### src/rtl/dds_phase_core.sv
module dds_phase_core #(
  parameter int ACC_W = 32,
  parameter int PH_W  = 12,
  parameter int LAT   = 6
) (
  input  logic             clk,
  input  logic             rst_n,
  input  logic             fsel_i,
  input  logic [1:0]       psel_i,
  input  logic [ACC_W-1:0] ftw0_i,
  input  logic [ACC_W-1:0] ftw1_i,
  input  logic [PH_W-1:0]  pofs0_i,
  input  logic [PH_W-1:0]  pofs1_i,
  input  logic [PH_W-1:0]  pofs2_i,
  input  logic [PH_W-1:0]  pofs3_i,
  output logic [PH_W-1:0]  phase_o,
  output logic             valid_o
);
  localparam int TAIL = LAT - 3;

  logic [ACC_W-1:0] ftw_q, acc_q;
  logic [PH_W-1:0]  pofs_q, pofs_d;
  logic [PH_W-1:0]  ph_pipe [TAIL+1];
  logic [LAT-1:0]   vld_sr;
  logic [PH_W-1:0]  pofs_sel;

  always_comb begin
    case (psel_i)
      2'd0:    pofs_sel = pofs0_i;
      2'd1:    pofs_sel = pofs1_i;
      2'd2:    pofs_sel = pofs2_i;
      default: pofs_sel = pofs3_i;
    endcase
  end

  always_ff @(posedge clk or negedge rst_n) begin
    if (!rst_n) begin
      ftw_q  <= '0;
      pofs_q <= '0;
      acc_q  <= '0;
      pofs_d <= '0;
      vld_sr <= '0;
      for (int i = 0; i <= TAIL; i++) ph_pipe[i] <= '0;
    end else begin
      ftw_q      <= fsel_i ? ftw1_i : ftw0_i;
      pofs_q     <= pofs_sel;
      acc_q      <= acc_q + ftw_q;
      pofs_d     <= pofs_q;
      ph_pipe[0] <= acc_q[ACC_W-1 -: PH_W] + pofs_d;
      for (int i = 1; i <= TAIL; i++) ph_pipe[i] <= ph_pipe[i-1];
      vld_sr     <= {vld_sr[LAT-2:0], 1'b1};
    end
  end

  assign phase_o = ph_pipe[TAIL];
  assign valid_o = vld_sr[LAT-1];

  a_r2_freq_pick: assert property (@(posedge clk) disable iff (!rst_n)
    vld_sr[0] |-> ftw_q == ($past(fsel_i) ? $past(ftw1_i) : $past(ftw0_i)));

  a_r3_offset_pick: assert property (@(posedge clk) disable iff (!rst_n)
    vld_sr[0] |-> pofs_q == (($past(psel_i) == 2'd0) ? $past(pofs0_i) :
                             ($past(psel_i) == 2'd1) ? $past(pofs1_i) :
                             ($past(psel_i) == 2'd2) ? $past(pofs2_i) : $past(pofs3_i)));

  a_r7_valid_hold: assert property (@(posedge clk) disable iff (!rst_n)
    valid_o |=> valid_o);

  a_r1_freeze: assert property (@(posedge clk) disable iff (!rst_n)
    (vld_sr[1] && ftw_q == '0) |=> $stable(acc_q));

  always @(posedge clk) begin
    if (!rst_n) begin
      a_r6_reset_clear: assert (acc_q == '0 && !valid_o && phase_o == '0);
    end
  end
endmodule

### config.mk
export PLATFORM = sky130hd
export DESIGN_NAME = dds_phase_core
export DESIGN_NICKNAME = d
export VERILOG_FILES = /design/src/rtl/dds_phase_core.sv
export SDC_FILE = /design/constraint.sdc
export NUM_CORES = 1
export LEC_CHECK = 0
export ABC_CLOCK_PERIOD_IN_PS = 2500
export BUFFER_PORTS_ARGS = -buffer_cell sky130_fd_sc_hd__clkbuf_2
export CAP_MARGIN = 20
export CORE_MARGIN = 4
export CORE_UTILIZATION = 50
export CTS_CLUSTER_DIAMETER = 30
export DETAILED_ROUTE_END_ITERATION = 12
export GPL_TIMING_DRIVEN = 0
export PLACE_DENSITY = 0.77
export SYNTH_ARGS = -nofsm -noshare
export SYNTH_HDL_FRONTEND = slang
export SYNTH_SLANG_ARGS = --single-unit
export TNS_END_PERCENT = 30
### constraint.sdc
create_clock -name clk -period 2.5 [get_ports clk]
set_input_delay 0.25 -clock clk [delete_from_list [all_inputs] [get_ports clk]]
set_output_delay 0.25 -clock clk [all_outputs]
set_load 0.05 [all_outputs]
[After elaboration in Yosys (flattened, before gate mapping)]
Cells that the tools add are included.
Storage, ports and cells
  register bits: 142
  input bits: 117
Cells by class
  add/subtract/negate cells: 2
  equal/unequal tests: 2
  mux-type cells: 2
  reductions and logical operators: 1
Operator list (count)
  12-bit case mux with 3 select lines: 1
  32-bit adder: 1
  32-bit 2-to-1 mux: 1
  12-bit adder: 1
  2-bit by 1-bit equality test with 1-bit output (second input constant): 1
  2-bit equality test (second input constant): 1
  2-bit logical NOT: 1

[Logic depth before layout (Yosys ltp)]
  word-level depth: 2
  gate-level depth with buffers: 9
  gate-level depth less buffers: 9

[Worst setup path before layout]
No wires, ideal clock.
  path type: register -> register
  start point: register acc_q[20]
  end point: register ph_pipe[46] (netlist bit)
  library setup time: 0.080 ns
  arrival: 2.339 ns
  required time: 2.420 ns
  setup slack: 0.081 ns
  cell stages (with the launch flop): 10
  path buffers: 0
  period minus slack after synthesis: 2.419 ns
  cells stage by stage: dfrtp_1 -> ha_1 -> fa_1 -> a21o_1 -> a21oi_1 -> o21bai_1 -> a2111o_1 -> a31o_2 -> a21oi_1 -> xnor2_1
On the way
  longest elaborated chain between the ends: 1
Ends and longest elaborated chain
  from (decl): RTL line 21  | logic [ACC_W-1:0] ftw_q, acc_q;
  from (signal assigned): RTL line 47  | acc_q <= acc_q + ftw_q;
  12-bit adder: RTL line 49  | ph_pipe[0] <= acc_q[ACC_W-1 -: PH_W] + pofs_d;
  to (decl): RTL line 23  | logic [PH_W-1:0] ph_pipe [TAIL+1];
No other way between the ends.

[Worst setup path in the final report]
Ends and elaborated chain as after synthesis.

==> results by group <==
Synth
  • Sequential share of the synthesized area: between 50% and 60%
  • Commonest cells in the synthesized netlist: 142 x dfrtp_1, 42 x ha_1, 35 x a21oi_1, 32 x mux2_2, 25 x nand2_1
  • Avg Inst Size Synth: 12.97 sq um
  • Ys async rst share: 100.0%
  • Synth top area cells: dfrtp_1 56%, ha_1 8.2%, mux2_2 5.6%, mux4_2 4.2%, xnor2_1 3.3%
  • Leading area contributor after synthesis: dfrtp_1
  • Most instantiated library cell after synthesis: dfrtp_1
  • Synth Warn #: 0
  • Yosys top cell area share: 55.57%
  • Post-synth top flop: dfrtp_1
  • Post-Synthesis Cells: 493
  • Post-synthesis cell area: 0.006395 sq mm
  • Syn Nets: 654
  • Count of cell types in the netlist: 54
  • Post-synth EDFFs: 0
  • Yosys reg bits: 142

Final layout
  • Antenna Cells: 0
  • Share of layout cells above drive strength 1: between 30 and 40%
  • Finished Core Util: approximately 64%
  • # nets final: 813
  • P&R area growth vs syn: 25.06%
  • Final std cell area, no fill: 0.007998 sq mm
  • Filler Cell Count: 952

STA
  • Slew margin rel.: ~62%
  • Hold Vio Cnt, Final: 0
  • RSZ-0062 raised after global routing: true
  • Setup-failing EPs final: 0
  • Slack of the critical path: 0.02271 ns
  • Slew @ Worst Pin: 0.5657 ns
  • Worst Skew: about 0.015 ns
  • Hold WS: about 0.063 ns
  • Min Tclk post-route: 2.477 ns
  • Fmax achieved: 403.7 MHz
  • Final period utilization: 99.09%
  • Setup TNS Final: 0 ns
  • Final slew viol count: 0

Placed design
  • Post-DP Area: between 0.007 and 0.008 sq mm
  • DP HPWL: 9043 microns
  • Post-Place Setup Slack: -0.2843 ns
  • Placer congestion estimate: approximately 0.95
  • Port Buffer Count: 128

Global routing
  • First-pass GRT wire length: 20580 microns
  • Total grt overflow: 0
  • Largest net degree at the start of global routing: 84
  • Vias in the first global route: 4504
  • Total global-route track usage: between 10% and 20%
  • Initial antenna violation count: 0

Critical path
  • Reg2Reg Depth: 9
  • Setup crit start kind: register
  • R2r endpoint: ph_pipe[46]
  • CP Launch Point: acc_q[20]
  • CP Data Arrival Time: 2.82 ns
  • Reg2reg start: acc_q[20]
  • R2R Setup Slk: 0.02 ns
  • Crit Path Category: register to register
  • Worst setup path endpoint: ph_pipe[46]
  • Crit path capture type: register
  • Worst-path fanout max: 2
  • Worst path required time: 2.85 ns

Route
  • DR vias: between 4000 and 5000
  • DR iter-0 viols: 306
  • Wire per inst: 14.93 microns
  • Routed WL: between 10000 and 15000 microns
  • TritonRoute pass-1 iters: 4
  • Met3 WL: 715 microns
  • Drt via density: 5.232
  • WL met1: roughly 5400 microns
  • Top routing layer used: met4
  • Drc violations: 0
  • Met2 WL: 6167 microns
  • Routed Antenna Nets: 0

Outcome
  • Status: completed

CTS
  • CTS tree: done
  • Clock Tree Root: clkbuf_16
  • Clk_lat worst skew: around 0.42 ns
  • H-Tree Depth: 4
  • Clk buf depth: 2
  • Clock Sinks: 142
  • Clock transition at path regs: 0.07 ns
  • Num CTS Buffers: 17

Pwr
  • Pwr dens: 1284 mW/mm^2
  • Pleak: 3.745 nW
  • Max IR drop VDD: 573.3 uV

Die
  • Die height: 121.1 microns
  • Starting Density: 50.88%
  • Core area: 0.01257 sq mm
  • Die area: 0.01466 sq mm
  • I/O pins: 130
  • Core Rows: 41
  • Die width: 121.1 microns

Min path
  • HP Class: input pin to register

Flow run
  • Max-Cap Viols: 0
## per-stage QoR
stage / total power, mW / cells
floorplan: 6.645 / 493
global placement: 7.426 / 793
detailed placement: 7.610 / 794
CTS: 10.09 / 828
global route: 10.96 / 837
finish: 10.27 / 837
## worst min path at each step
| stage | from | end | cells past startpoint |
|---|---|---|---|
| detailed placement | rst_n | vld_sr[5] | 1 |
| global placement | vld_sr[3] | vld_sr[4] | 0 |
| global route | ftw1_i[25] | ftw_q[25] | 2 |
| CTS | ftw0_i[9] | ftw_q[9] | 2 |
| floorplan | rst_n | acc_q[0] | 0 |
| finish | ftw0_i[9] | ftw_q[9] | 2 |
## cell type report
cell class	count	area, sq um	share of cell area (%)
repair buffers	141	773.2	9.668
clock inverters	14	123.9	1.549
flip-flops and latches	142	3553	44.43
clock buffers	18	429.2	5.366
plain buffers	25	140.1	1.752
well taps	172	215.2	2.691
inverters	6	22.52	0.2816
multi-input cells	319	2740	34.26
## worst max-delay path, cell delays in order (launching register included)
cell and delay, ns:
dfrtp_1 0.41, ha_2 0.21, fa_2 0.35, a21o_1 0.17, a21oi_2 0.16, o21bai_2 0.10, a2111o_1 0.45, a31o_2 0.26
a21oi_2 0.16, xnor2_1 0.14
## placed cells by master, fill, tap and decap left out, types with 14 or more instances in the layout
cell type | netlist | final
nor2_1 | 19 | 19
ha_1 | 42 | 39
clkbuf_16 | 0 | 17
dfrtp_1 | 142 | 142
buf_4 | 12 | 22
clkbuf_2 | 0 | 127
xnor2_1 | 24 | 24
o21ai_0 | 18 | 17
xor2_1 | 14 | 14
a21oi_1 | 35 | 32
mux2_2 | 32 | 32
nand2_1 | 25 | 25
## metal layers
metal / vias to the layer above / track usage, %
li1: 2100 / -
met1: 2101 / 22.90
met2: 157 / 28.76
met3: 21 / 5.221
met4: 0 / 7.436
met5: - / 0
## state kept, by name, summed over array words and instances (netlist names)
signal and flops:
pofs_q 12, phase_o 12, vld_sr 6, ph_pipe 36, acc_q 32, ftw_q 32
pofs_d 12
## logic make-up (layout without fill, tap and decap cells)
group           Yosys count  after routing  share of synthesized area [%]
buf+inv                  32            204                          2.602
xor+xnor                 38             38                          5.204
simple gates             84             84                          6.222
mux                      44             44                          9.861
fa+ha+maj                44             44                          8.844
other cells               1              1                        0.05864
compound gates          108            108                          11.64
flops                   142            142                          55.57
## timing repair
item | in CTS | in global routing
gates cloned | 0 | 0
hold buffers | 1 | 0
setup buffers | 1 | 10
hold endpoints to repair | 59 | 0
setup endpoints to repair | 10 | 9
gates resized for setup | 7 | 12
pin swaps | 4 | 10
## power by group
part	internal, mW	leakage (nW)	switching, mW
logic	1.96	1.82	2.57
registers	3.10	1.65	0.307
clock network	1.31	0.274	1.03
Note: power is estimated with default switching activity, not from simulation.
